## config.mk

```make
export PLATFORM = sky130hd
export DESIGN_NAME = flash_cmd_ctrl
export DESIGN_NICKNAME = d
export VERILOG_FILES = /design/src/rtl/fcc_pkg.sv /design/src/rtl/fcc_timer.sv /design/src/rtl/fcc_array.sv /design/src/rtl/fcc_seq.sv /design/src/rtl/flash_cmd_ctrl.sv
export SDC_FILE = /design/constraint.sdc
export NUM_CORES = 1
export LEC_CHECK = 0
export BUFFER_PORTS_ARGS = -buffer_cell sky130_fd_sc_hd__buf_2
export CAP_MARGIN = 5
export CORE_AREA = 4 4 282 284
export CTS_CLUSTER_SIZE = 28
export DETAILED_ROUTE_END_ITERATION = 7
export DIE_AREA = 0 0 286 288
export GPL_TIMING_DRIVEN = 0
export PLACE_DENSITY = 0.62
export SYNTH_ARGS = -nofsm -noshare
export SYNTH_HDL_FRONTEND = slang
export SYNTH_SLANG_ARGS = --single-unit
export TNS_END_PERCENT = 10
```

## constraint.sdc

```tcl
create_clock -name clk -period 5.8 [get_ports clk]
set_input_delay 1.45 -clock clk [delete_from_list [all_inputs] [get_ports clk]]
set_output_delay 1.45 -clock clk [all_outputs]
set_load 0.02 [all_outputs]
```

## src/rtl/fcc_pkg.sv

```systemverilog
// Shared types and command codes for the flash command controller.
// Assumes 32-bit bus data; codes are compared against the full word.
package fcc_pkg;
    typedef enum logic [3:0] {
        ST_IDLE, ST_U1, ST_U2, ST_PLOAD, ST_PRUN,
        ST_E3, ST_E4, ST_E5, ST_ERUN, ST_LOCK
    } fcc_state_t;

    localparam logic [31:0] KEY_D1     = 32'h0000_00AA;
    localparam logic [31:0] KEY_D2     = 32'h0000_0055;
    localparam logic [31:0] CODE_PROG  = 32'h0000_00A0;
    localparam logic [31:0] CODE_ERASE = 32'h0000_0080;
    localparam logic [31:0] CODE_CHIP  = 32'h0000_0010;
endpackage

```

## src/rtl/fcc_timer.sv

```systemverilog
// Down-counter that models the duration of a program or erase run.
// Assumes the loaded value is at least 2; done pulses for one cycle
// so the run ends exactly load_val edges after the load edge.
module fcc_timer #(
    parameter int CW = 5
) (
    input  logic          clk,
    input  logic          rst_n,
    input  logic          load,
    input  logic [CW-1:0] load_val,
    output logic          done
);
    logic [CW-1:0] cnt;

    // Load on request, otherwise count down to zero and hold.
    always_ff @(posedge clk) begin
        if (!rst_n)          cnt <= '0;
        else if (load)       cnt <= load_val;
        else if (cnt != '0)  cnt <= cnt - 1'b1;
    end

    assign done = (cnt == CW'(1));
endmodule

```

## src/rtl/fcc_array.sv

```systemverilog
// Behavioural cell array plus one-page write buffer.
// Assumes prog_go and erase_go are single-cycle and never together.
// Program ANDs the buffer into one page; erase sets words to ones;
// both skip blocks whose protect bit is set.
module fcc_array #(
    parameter int PAGE_WORDS      = 4,
    parameter int PAGES_PER_BLOCK = 2,
    parameter int NUM_BLOCKS      = 4,
    localparam int PAGES = PAGES_PER_BLOCK * NUM_BLOCKS,
    localparam int WORDS = PAGES * PAGE_WORDS,
    localparam int WPB   = PAGE_WORDS * PAGES_PER_BLOCK,
    localparam int WA    = $clog2(WORDS),
    localparam int PIW   = $clog2(PAGE_WORDS),
    localparam int PGW   = $clog2(PAGES),
    localparam int BW    = $clog2(NUM_BLOCKS)
) (
    input  logic                  clk,
    input  logic                  rst_n,
    input  logic                  buf_we,
    input  logic [PIW-1:0]        buf_idx,
    input  logic [31:0]           buf_data,
    input  logic                  prog_go,
    input  logic [PGW-1:0]        prog_page,
    input  logic                  erase_go,
    input  logic [NUM_BLOCKS-1:0] prot,
    input  logic [WA-1:0]         rd_word,
    output logic [31:0]           rd_data
);
    logic [31:0] pbuf [PAGE_WORDS];
    logic [31:0] mem  [WORDS];

    // Capture page data words as the sequencer accepts them.
    always_ff @(posedge clk) begin
        if (!rst_n) begin
            for (int i = 0; i < PAGE_WORDS; i++) pbuf[i] <= '1;
        end else if (buf_we) begin
            pbuf[buf_idx] <= buf_data;
        end
    end

    // Apply erase or page program to unprotected words.
    always_ff @(posedge clk) begin
        if (!rst_n) begin
            for (int w = 0; w < WORDS; w++) mem[w] <= '1;
        end else begin
            for (int w = 0; w < WORDS; w++) begin
                if (!prot[BW'(w / WPB)]) begin
                    if (erase_go)
                        mem[w] <= '1;
                    else if (prog_go && prog_page == PGW'(w / PAGE_WORDS))
                        mem[w] <= mem[w] & pbuf[PIW'(w % PAGE_WORDS)];
                end
            end
        end
    end

    assign rd_data = mem[rd_word];
endmodule

```

## src/rtl/fcc_seq.sv

```systemverilog
// Command sequence decoder and operation state machine.
// Assumes byte addresses with word data; key addresses lie within
// ADDR_W bits. Once page data entry starts, every write is treated as
// data, so abort codes have no effect there.
module fcc_seq
    import fcc_pkg::*;
#(
    parameter int PAGE_WORDS   = 4,
    parameter int PAGES        = 8,
    parameter int ADDR_W       = 7,
    parameter int CW           = 5,
    parameter int PROG_CYCLES  = 6,
    parameter int ERASE_CYCLES = 24,
    parameter logic [ADDR_W-1:0] KEY_A = 'h54,
    parameter logic [ADDR_W-1:0] KEY_B = 'h28,
    localparam int PIW = $clog2(PAGE_WORDS),
    localparam int PGW = $clog2(PAGES)
) (
    input  logic              clk,
    input  logic              rst_n,
    input  logic              wr_en,
    input  logic [ADDR_W-1:0] addr,
    input  logic [31:0]       wdata,
    input  logic              all_prot,
    input  logic              fault_inj,
    input  logic              t_done,
    output fcc_state_t        state,
    output logic              buf_we,
    output logic [PIW-1:0]    buf_idx,
    output logic              prog_go,
    output logic [PGW-1:0]    prog_page,
    output logic              erase_go,
    output logic              t_load,
    output logic [CW-1:0]     t_val
);
    fcc_state_t     nxt;
    logic [PIW-1:0] idx_q;
    logic [PGW-1:0] page_q;
    logic           fault_q;
    logic           at_a, key1, key2, accept, last, chip_go, fail;
    logic [PIW-1:0] off;
    logic [PGW-1:0] pg;

    assign off = addr[PIW+1:2];
    assign pg  = addr[ADDR_W-1:PIW+2];

    // Decode key matches, page data acceptance and run completion.
    always_comb begin
        at_a    = wr_en && (addr == KEY_A);
        key1    = at_a && (wdata == KEY_D1);
        key2    = wr_en && (addr == KEY_B) && (wdata == KEY_D2);
        accept  = (state == ST_PLOAD) && wr_en && (addr[1:0] == 2'b00) &&
                  (off == idx_q) && ((idx_q == '0) || (pg == page_q));
        last    = accept && (idx_q == PIW'(PAGE_WORDS - 1));
        chip_go = (state == ST_E5) && at_a && (wdata == CODE_CHIP) && !all_prot;
        t_load  = last || chip_go;
        t_val   = last ? CW'(PROG_CYCLES) : CW'(ERASE_CYCLES);
        fail    = fault_q || fault_inj;
        prog_go  = (state == ST_PRUN) && t_done && !fail;
        erase_go = (state == ST_ERUN) && t_done && !fail;
    end

    // Next-state selection for unlock, data entry, run and lockout.
    always_comb begin
        nxt = state;
        unique case (state)
            ST_IDLE:  if (key1) nxt = ST_U1;
            ST_U1:    if (wr_en) nxt = key2 ? ST_U2 : ST_IDLE;
            ST_U2:    if (wr_en) begin
                          if (at_a && wdata == CODE_PROG)       nxt = ST_PLOAD;
                          else if (at_a && wdata == CODE_ERASE) nxt = ST_E3;
                          else                                  nxt = ST_IDLE;
                      end
            ST_PLOAD: if (last) nxt = ST_PRUN;
            ST_E3:    if (wr_en) nxt = key1 ? ST_E4 : ST_IDLE;
            ST_E4:    if (wr_en) nxt = key2 ? ST_E5 : ST_IDLE;
            ST_E5:    if (wr_en) nxt = chip_go ? ST_ERUN : ST_IDLE;
            ST_PRUN,
            ST_ERUN:  if (t_done) nxt = fail ? ST_LOCK : ST_IDLE;
            ST_LOCK:  nxt = ST_LOCK;
            default:  nxt = ST_IDLE;
        endcase
    end

    // State, page word index, target page and sticky fault registers.
    always_ff @(posedge clk) begin
        if (!rst_n) begin
            state   <= ST_IDLE;
            idx_q   <= '0;
            page_q  <= '0;
            fault_q <= 1'b0;
        end else begin
            state <= nxt;
            if (state != ST_PLOAD) idx_q <= '0;
            else if (accept)       idx_q <= idx_q + 1'b1;
            if (accept && idx_q == '0) page_q <= pg;
            if (t_load)
                fault_q <= 1'b0;
            else if ((state == ST_PRUN || state == ST_ERUN) && fault_inj)
                fault_q <= 1'b1;
        end
    end

    assign buf_we    = accept;
    assign buf_idx   = idx_q;
    assign prog_page = page_q;
endmodule

```

## src/rtl/flash_cmd_ctrl.sv

```systemverilog
// Top of the flash command controller: decoder, run timer and array.
// Assumes rd_en and wr_en are not high together and prot is steady
// while an operation is armed or running. rdata is registered.
module flash_cmd_ctrl
    import fcc_pkg::*;
#(
    parameter int PAGE_WORDS      = 4,
    parameter int PAGES_PER_BLOCK = 2,
    parameter int NUM_BLOCKS      = 4,
    parameter int PROG_CYCLES     = 6,
    parameter int ERASE_CYCLES    = 24,
    localparam int PAGES  = PAGES_PER_BLOCK * NUM_BLOCKS,
    localparam int WORDS  = PAGES * PAGE_WORDS,
    localparam int WA     = $clog2(WORDS),
    localparam int ADDR_W = WA + 2,
    localparam int PIW    = $clog2(PAGE_WORDS),
    localparam int PGW    = $clog2(PAGES),
    localparam int CW     = $clog2((PROG_CYCLES > ERASE_CYCLES ?
                                    PROG_CYCLES : ERASE_CYCLES) + 1),
    parameter logic [ADDR_W-1:0] KEY_A = 'h54,
    parameter logic [ADDR_W-1:0] KEY_B = 'h28
) (
    input  logic                  clk,
    input  logic                  rst_n,
    input  logic                  wr_en,
    input  logic                  rd_en,
    input  logic [ADDR_W-1:0]     addr,
    input  logic [31:0]           wdata,
    output logic [31:0]           rdata,
    input  logic [NUM_BLOCKS-1:0] prot,
    input  logic                  fault_inj,
    output logic                  rdy,
    output logic                  locked
);
    fcc_state_t     st;
    logic           buf_we, prog_go, erase_go, t_load, t_done;
    logic [PIW-1:0] buf_idx;
    logic [PGW-1:0] prog_page;
    logic [CW-1:0]  t_val;
    logic [31:0]    arr_rd;

    fcc_seq #(
        .PAGE_WORDS(PAGE_WORDS), .PAGES(PAGES), .ADDR_W(ADDR_W), .CW(CW),
        .PROG_CYCLES(PROG_CYCLES), .ERASE_CYCLES(ERASE_CYCLES),
        .KEY_A(KEY_A), .KEY_B(KEY_B)
    ) u_seq (
        .clk(clk), .rst_n(rst_n), .wr_en(wr_en), .addr(addr), .wdata(wdata),
        .all_prot(&prot), .fault_inj(fault_inj), .t_done(t_done),
        .state(st), .buf_we(buf_we), .buf_idx(buf_idx), .prog_go(prog_go),
        .prog_page(prog_page), .erase_go(erase_go), .t_load(t_load),
        .t_val(t_val)
    );

    fcc_timer #(.CW(CW)) u_tmr (
        .clk(clk), .rst_n(rst_n), .load(t_load), .load_val(t_val), .done(t_done)
    );

    fcc_array #(
        .PAGE_WORDS(PAGE_WORDS), .PAGES_PER_BLOCK(PAGES_PER_BLOCK),
        .NUM_BLOCKS(NUM_BLOCKS)
    ) u_arr (
        .clk(clk), .rst_n(rst_n), .buf_we(buf_we), .buf_idx(buf_idx),
        .buf_data(wdata), .prog_go(prog_go), .prog_page(prog_page),
        .erase_go(erase_go), .prot(prot), .rd_word(addr[ADDR_W-1:2]),
        .rd_data(arr_rd)
    );

    assign rdy    = (st == ST_IDLE) || (st == ST_U1) || (st == ST_U2) ||
                    (st == ST_E3) || (st == ST_E4) || (st == ST_E5);
    assign locked = (st == ST_LOCK);

    // Registered read port: array word in read mode, status otherwise.
    always_ff @(posedge clk) begin
        if (!rst_n)     rdata <= '0;
        else if (rd_en) rdata <= rdy ? arr_rd : {30'd0, locked, 1'b0};
    end
endmodule

```

* After elaboration in Yosys (flattened, before gate mapping) *
Memory sizes are Yosys's and may differ from the RTL's.
Index checks and enable logic that the tools add are counted.

storage, ports and cells
  register bits = 47
  bits in writable memories = 1152
  word-level logic and storage cells = 224
  memories = 2

memory list
  name        words  width  read ports  clocked after Yosys merged registers in  wr ports  line             source
  u_arr.mem   32     32     17          0                                        32        fcc_array.sv:30  logic [31:0] mem [WORDS];
  u_arr.pbuf  4      32     4           0                                        4         fcc_array.sv:29  logic [31:0] pbuf [PAGE_WORDS];

cells by class
  add/subtract/negate cells = 2
  equal/unequal tests = 32
  muxes and demuxes = 86
  bitwise logic cells = 49
  reductions and logical operators = 47

operators with widths
  kind                   number
  $mux W32               34
  $and A32 B32 Y32       16
  $eq A32 B8 Y1 const B  3
  $mux W4                11
  $pmux W4 S9            1
  $eq A32 B5 Y1 const B  1
  $eq A32 B7 Y1 const B  1
  $mux W1                32
  $or A1 B1 Y1           32
  $reduce_or A32 Y1      1
  $logic_and A1 B1 Y1    24
  $eq A4 B3 Y1 const B   4
  $mux W5                3
  $ne A2 B2 Y1 const B   5
  $logic_or A1 B1 Y1     9
  $mux W3                3
  $eq A4 B2 Y1 const B   2
  $eq A4 B4 Y1 const B   2
  $reduce_and A8 Y1      1
  $eq A7 B6 Y1 const B   1
  $eq A7 B7 Y1 const B   1
  $eq A3 B2 Y1 const B   2
  $ne A2 B1 Y1 const B   3
  $reduce_or A2 Y1       3
  18 further kinds       21

* Longest topological paths before layout *
Gate-level depths: netlist (run 1).

  word-level depth = 10
  mapped depth = 9

* Cells and area by module *
A second synthesis (run 1) with hierarchy kept.

unflattened totals
  cells, all modules = 2329
  area, all modules = 31353.8 sq um

by module, submodules not included
  module          instances  cells each  area each (sq um)  seq. area each (sq um)
  fcc_array       1          2079        28946.5            19218.4
  flash_cmd_ctrl  1          79          1089.8             640.6
  fcc_seq         1          137         1018.5             200.2
  fcc_timer       1          34          299.0              100.1

* Worst setup path before layout (run 1) *
Ideal clock, no wire load.

  path kind = input-to-reg
  from = in fault_inj
  to = mem u_arr.mem[10][0] (enable)
  setup time = 0.510 ns
  arrival = 5.619 ns
  data required time = 5.290 ns
  path slack = -0.329 ns
  stages = 7
  path through = nor2_1 and4_1 nor4b_2 nor2b_1 and3b_1 buf_2 nand2b_1

RTL lines
  item             line                  source
  start, declared  flash_cmd_ctrl.sv:31  input logic fault_inj,
  end, declared    fcc_array.sv:30

==> metrics.md, run 1 <==
| Metric | Value |
|---|---|
| Largest area contributor in the netlist | edfxtp_1 |
| Gr usage total | 0.2300 |
| Post-Synthesis Cells | 2260 |
| Vias in the first global route | 20110 |
| RSZ-0062 raised after global routing | no |
| Yosys top cell area share | 0.6299 |
| Worst Setup Slack, final | 1.138 ns |
| Reg clk slew, reported paths | 0.06 ns |
| Synthesized net count | 2313 |
| Hold crit path type | reg -> reg |
| Max-cap viol count | 0 |
| Die Ht | 288 um |
| Asr flop ratio synth | 0 |
| Dpl ws | 0.5764 ns |
| Fraction of layout cells with a size suffix above 1 | 0.1941 |
| Fillers | 6880 |
| Routing usage on met3 | 0.06698 |
| Slew Viols, Final | 0 |
| Max_slew headroom | 0.1096 |
| Status | finished, final reports clean |
| CP max FO | 20 |
| Sequential area share after synthesis | 0.6607 |
| FMAX | 214.5 MHz |
| Hold Path Depth | 2 |
| Worst vdd rail ir drop | 0.2048 mV |
| Clock tree from TritonCTS | done |
| Initial drt markers | 2865 |
| P_int | 8743 uW |
| Global-route track usage on met1 | 0.3067 |
| Post-DP HPWL | 61860 um |
| Chip width | 286 um |
| Clk Latency, worst-skew pair | 0.62 ns |
| Largest net degree at the start of global routing | 61 |
| Finished Cell Area | 34920 sq um |
| Synth cell count leaders | nand2_1 (820), edfxtp_1 (640), mux4_2 (160) |
| Die area | 82370 sq um |
| Layer with the highest usage | met2 |
| Final Critical Period | 4.662 ns |
| CTS max path bufs | 3 |
| I/O pin count | 82 |
| Residual DRC | 0 |
| GPL Wtd Cong | 0.8848 |
| Setup Buffers After CTS | 0 |
| Tot Pwr | 11380 uW |
| Worst hold slack | 0.4482 ns |
| Sw Ratio | 0.2320 |
| Initial Util | 0.3958 |
| Worst Path Arrival | 4.96 ns |
| Layout area overhead | 14.44% |
| HP Start | rdata[8] |
| Synth top area cells | edfxtp_1 (63%), mux4_2 (12%), nand2_1 (10%) |
| Top_reg_cell synth | edfxtp_1 |
| Routed Antenna Nets | 0 |
| Post-placement cell area | 32530 sq um |
| # port buffers | 79 |
| Avg Inst Size Synth | 13.50 sq um |
| Htree depth | 3 |
| Setup Crit Path Kind | in -> reg |
| Cell Area, Synth | 30510 sq um |
| Reg-to-reg slack, setup | 1.60 ns |
| CP Launch Type | input pin |
| Seq cells post-synth | 687 |
| Root buf cell | clkbuf_16 |
| RR Startpoint | u_seq.state[0] |
| Worst slew pin tran | 1.336 ns |
| Cell leakage power | 0.01179 uW |
| Cell Rows | 102 |
| EDFF count, synth | 640 |
| Netlist cell types | 55 |
| R2R Path End | u_arr.mem[1][17] |
| Setup crit end kind | flip-flop |
| Post-CTS Resized | 0 |
| Sequential power share | 0.516 |
| Total clock sinks | 687 |
| Hold_buf cts | 0 |
| Clk pwr share | 0.411 |
| Most frequent cell after synthesis | nand2_1 |
| Hold Violations, Final | 0 |
| GR Overflow Total | 0 |
| Antenna violations before repair | 6 |
| CTS buffer count | 75 |
| Core area | 77080 sq um |
| Via count | 20230 |
| Setup Viol. Count Final | 0 |
| Pre-antenna DRT Iters | 6 |
| DR vias/cell | 5.728 |
| Critical Path RT | 6.10 ns |
| Comb power frac | 0.073 |
| Met2 usage | 0.3610 |
| Cell Pwr Density | 326.0 nW/um^2 |
| R2R cell count | 11 |
| Hold endpoint | rdata[8] |
| Final WL | 95380 um |
| Switching power | 2641 uW |
| Fin crit share | 0.8037 |
| Synth warnings | 0 |
| WL/cell | 27.01 um |
| Layout Utilization | 0.4530 |
| Clk_skew | 0.03246 ns |
| First-pass GRT wire length | 137300 um |
| Final net count | 2481 |
==> power by group through the flow <==
stage	Clock [uW]	Combinational [uW]	Sequential, uW
floorplan	0	512	5940
global placement	0	790	5990
detailed placement	0	830	5960
CTS	4720	835	5860
global route	4930	891	5900
finish	4680	834	5870
==> sequential cells by signal, summed over array words and instances (netlist names) <==
signal,flops
rdata,32
u_arr.mem,512
u_arr.pbuf,128
u_seq.buf_idx,2
u_seq.fault_q,1
u_seq.prog_page,3
u_seq.state,4
u_tmr.cnt,5
==> kinds of logic (layout without fill, tap and decap cells) <==
kind of cell,Yosys count,after routing,share of synthesized area
and+or+nand+nor,1079,1079,0.1520
DFF,687,687,0.6607
AOI/OAI and AO/OA,184,184,0.04232
muxes,168,168,0.1208
buffers and inverters,127,355,0.01931
xor gates and xnor gates,10,10,0.002871
adders and majority gates,5,5,0.002050
other,0,3,0
==> critical path, stage by stage <==
cell and delay, ns:
buf_2 0.10, nor3b_2 0.44, nand3_1 0.25, nor3_4 0.47
and3_1 0.52, clkbuf_1 0.71, nand2b_2 0.66, buf_12 0.31
==> worst max path at each step <==
stage | cells past startpoint | to | slack [ns] | startpoint
after floorplan | 7 | u_arr.mem[4][0] | -0.32 | fault_inj
after global placement | 9 | u_arr.mem[3][17] | -2.93 | fault_inj
after detailed placement | 8 | u_arr.pbuf[1][12] | 0.58 | addr[1]
after CTS | 8 | u_arr.pbuf[1][5] | 1.20 | addr[1]
after global routing | 11 | u_arr.mem[3][18] | 1.11 | fault_inj
final | 8 | u_arr.pbuf[1][17] | 1.14 | addr[1]
==> stage by stage <==
stage | instances | setup TNS, ns
2_1_floorplan | 2260 | -78.89
3_3_place_gp | 3379 | -1184.01
3_5_place_dp | 3391 | 0
4_1_cts | 3528 | 0
5_1_grt | 3528 | 0
6_report | 3531 | 0
==> cell type report <==
cell class	instances	area (sq um)	share of cell area
multi-input cells	1446	9821	0.2812
clock inverters	44	332.8	0.009531
repair buffers	91	668.1	0.01913
inverters	6	22.52	0.0006450
diodes	3	7.507	0.0002150
well taps	1040	1301	0.03727
flip-flops and latches	687	20160	0.5773
clock buffers	93	2039	0.05841
plain buffers	121	566.8	0.01623
==> per-layer routing <==
layer | share of wire | up-vias | wire length [um]
li1 | - | 8547 | -
met1 | 0.39 | 10220 | 37020
met2 | 0.46 | 1230 | 43600
met3 | 0.11 | 224 | 10880
met4 | 0.041 | 0 | 3874
met5 | 0 | - | 0
==> layout by cell type (no fill, tap or decap), types with 14 or more instances in the layout <==
cell and n:
clkbuf_1 48, dfxtp_1 47, mux4_2 160, clkinv_2 14
a21o_1 128, or2_2 32, nand2_1 817, buf_2 151
clkbuf_16 79, nor2_1 54, edfxtp_1 640, clkinv_1 22
o21ai_0 36, nand2b_1 92
(Power assumes the default switching activity.)
==> inputs of run 2 (changes only) <==
- clock period: 5.8 -> 3.9 ns (I/O delays scaled with it)
==> run 2 against run 1 <==
Net effect: register-to-register slack worse by 1.3 ns; first-iteration DRC count decreased by 4.4%; via count barely moved.
==> metrics.md, run 2 (same netlist as run 1, synthesis figures left out) <==
| Metric | Value |
|---|---|
| Status | finished, final reports clean |
| Die Ht | 288 um (unchanged) |
| Fin crit share | 0.9702 |
| Hold Violations, Final | 0 (unchanged) |
| Clock tree from TritonCTS | done |
| Htree depth | 3 (unchanged) |
| Crit. path cell count | 8 (unchanged) |
| Multi-input logic area | 9831 sq um (+0.10%) |
| Most frequent cells in the layout | nand2_1 (817), edfxtp_1 (640), mux4_2 (160), buf_2 (152), a21o_1 (128) |
| Worst Path Arrival | 4.08 ns (-0.88 ns) |
| Initial drt markers | 2738 (-4.4%) |
| Switching power | 3958 uW (+50%) |
| GPL Wtd Cong | 0.9041 (+2.2%) |
| Worst slew pin tran | 1.289 ns (-0.04648 ns) |
| P_int | 12960 uW (+48%) |
| Clk Latency, worst-skew pair | 0.63 ns (about the same) |
| Sw Ratio | 0.2340 (+0.001955) |
| Clk_skew | 0.02699 ns (-0.005467 ns) |
| CP max FO | 18 (-10%) |
| Max-cap viol count | 0 (unchanged) |
| I/O pin count | 82 (unchanged) |
| Global-route track usage on met1 | 0.3137 (+0.006975) |
| Hold crit path type | reg -> reg |
| Max_slew headroom | 0.1406 (+0.03099) |
| Worst-path cell chain | buf_2 > nor3b_2 > nand3_1 > nor3_4 > nand3_1 > clkbuf_1 > nand2_4 > buf_12 |
| Hold_buf cts | 0 (unchanged) |
| Worst Setup Slack, final | 0.1163 ns (-1.022 ns) |
| Chip width | 286 um (unchanged) |
| Dpl ws | -0.9342 ns (-1.511 ns) |
| RSZ-0062 raised after global routing | no |
| Max reg flops | 512 (unchanged) |
| DR vias/cell | 5.735 (+0.13%) |
| Antenna violations before repair | 5 (-1) |
| Finished Cell Area | 34920 sq um (about the same) |
| Final WL | 95760 um (+0.40%) |
| Setup Crit Path Kind | in -> reg |
| Clk pwr share | 0.411 (about the same) |
| Register area | 20160 sq um (unchanged) |
| Gr usage total | 0.2310 (+0.0009845) |
| Total clock sinks | 687 (unchanged) |
| CP max-delay cell | clkbuf_1 |
| Cell Pwr Density | 484.4 nW/um^2 (+49%) |
| Largest net degree at the start of global routing | 73 (+20%) |
| CP dominant cell by count | nand3_1 |
| FMAX | 264.3 MHz |
| Routed Antenna Nets | 0 (unchanged) |
| Initial Util | 0.3958 (unchanged) |
| First-pass GRT wire length | 137800 um (+0.33%) |
| HP Start | rdata[9] |
| Final net count | 2480 (-0.040%) |
| Worst vdd rail ir drop | 0.3146 mV (+54%) |
| CP Launch Type | input pin |
| Via count | 20240 (+0.069%) |
| Layout area overhead | 14.45% (about the same) |
| Reg-to-reg slack, setup | 0.27 ns (-1.33 ns) |
| Die area | 82370 sq um (unchanged) |
| Setup crit end kind | flip-flop |
| Layer with the highest usage | met2 |
| GR Overflow Total | 0 (unchanged) |
| Critical Path RT | 4.20 ns (-1.90 ns) |
| Hold endpoint | rdata[9] |
| Sequential power share | 0.516 (about the same) |
| Vias in the first global route | 20080 (-0.13%) |
| Commonest non-fill, non-tap cell in the layout | nand2_1 |
| Final Critical Period | 3.784 ns |
| Root buf cell | clkbuf_16 |
| RR Startpoint | u_seq.state[0] |
| Fillers | 6905 (+0.36%) |
| Post-DP HPWL | 61660 um (-0.31%) |
| Fraction of layout cells with a size suffix above 1 | 0.1959 (+0.001765) |
| Post-placement cell area | 32540 sq um (about the same) |
| Core area | 77080 sq um (unchanged) |
| CTS max path bufs | 3 (unchanged) |
| WL/cell | 27.13 um (+0.45%) |
| Largest reg by FF count | u_arr.mem |
| Setup Buffers After CTS | 0 (unchanged) |
| CTS buffer count | 74 (-1.3%) |
| Top delay family on crit path | simple AND/OR/NAND/NOR gates |
| Residual DRC | 0 (unchanged) |
| Routing usage on met3 | 0.06572 (-0.001267) |
| Hold Path Depth | 2 (unchanged) |
| Cell Rows | 102 (unchanged) |
| Bufs and invs on worst path | 3 (unchanged) |
| Pre-antenna DRT Iters | 5 (-1) |
| Comb power frac | 0.073 (about the same) |
| Setup Viol. Count Final | 0 (unchanged) |
| Critical path's largest stage delay | 0.54 ns (-0.17 ns) |
| Slew Viols, Final | 0 (unchanged) |
| Reg clk slew, reported paths | 0.06 ns (about the same) |
| Regs by FF count | u_arr.mem: 512 flops, u_arr.pbuf: 128 flops, rdata: 32 flops |
| Met2 usage | 0.3596 (-0.001446) |
| R2R cell count | 10 (-1) |
| # port buffers | 79 (unchanged) |
| R2R Path End | u_arr.mem[13][25] |
| Cell leakage power | 0.01180 uW (about the same) |
[run 2: through the flow]
step | utilization | TNS [ns] | instances | total power, uW | hold slack [ns]
finish | 0.4530 | 0 | 3529 | 16920 | 0.4492
floorplan | - | -66.67 | 2260 | 9576 | 0.4593
global route | 0.4529 | 0 | 3526 | 17440 | 0.4753
global placement | 0.4180 | -1075.15 | 3379 | 10050 | 0.4382
detailed placement | 0.4221 | -139.13 | 3391 | 10100 | 0.4414
CTS | 0.4526 | -2.817 | 3526 | 16970 | 0.4549
[run 2: power by group through the flow]
stage               combinational [uW]  sequential [uW]  clock [uW]
floorplan                          762             8810           0
global placement                  1170             8880           0
detailed placement                1230             8870           0
CTS                               1230             8720        7010
global route                      1320             8770        7350
finish                            1230             8730        6950
[run 2: timing repair]
action	CTS	global route
pin swaps	0	1
gates resized for setup	2	3
setup endpoints to repair	125	132
cloned	0	0
[run 2: how the worst max path moves through the flow]
stage                    from                 to  slack [ns]
4_1_cts        u_seq.state[0]   u_arr.mem[1][12]       -0.06
3_5_place_dp          addr[1]  u_arr.pbuf[1][22]       -0.93
6_report              addr[1]  u_arr.pbuf[2][18]        0.12
2_1_floorplan       fault_inj    u_arr.mem[4][0]       -0.20
5_1_grt               addr[1]  u_arr.pbuf[2][18]        0.07
3_3_place_gp        fault_inj   u_arr.mem[0][24]       -2.48
[run 2: cell type report]
cell class | count | area share
sequential | 687 | 0.5773
clock inverter | 41 | 0.01086
clock buffer | 94 | 0.05647
tap | 1040 | 0.03726
buffer | 120 | 0.01623
timing repair buffer | 92 | 0.01949
antenna | 3 | 0.0002150
multi-input combinational | 1446 | 0.2815
inverter | 6 | 0.0006450
[run 2: worst min-delay path, delay by kind of cell, from the launching register on]
family           cells  cell delay (ns)
AND/OR/NAND/NOR      1             0.04
AO/OA/AOI/OAI        1             0.05
flip-flops           1             0.32
[run 2: routing by layer]
layer,vias to the layer above,share of wire
met5,-,0.00022
met1,10210,0.39
met4,4,0.035
met2,1298,0.46
li1,8538,-
met3,186,0.11
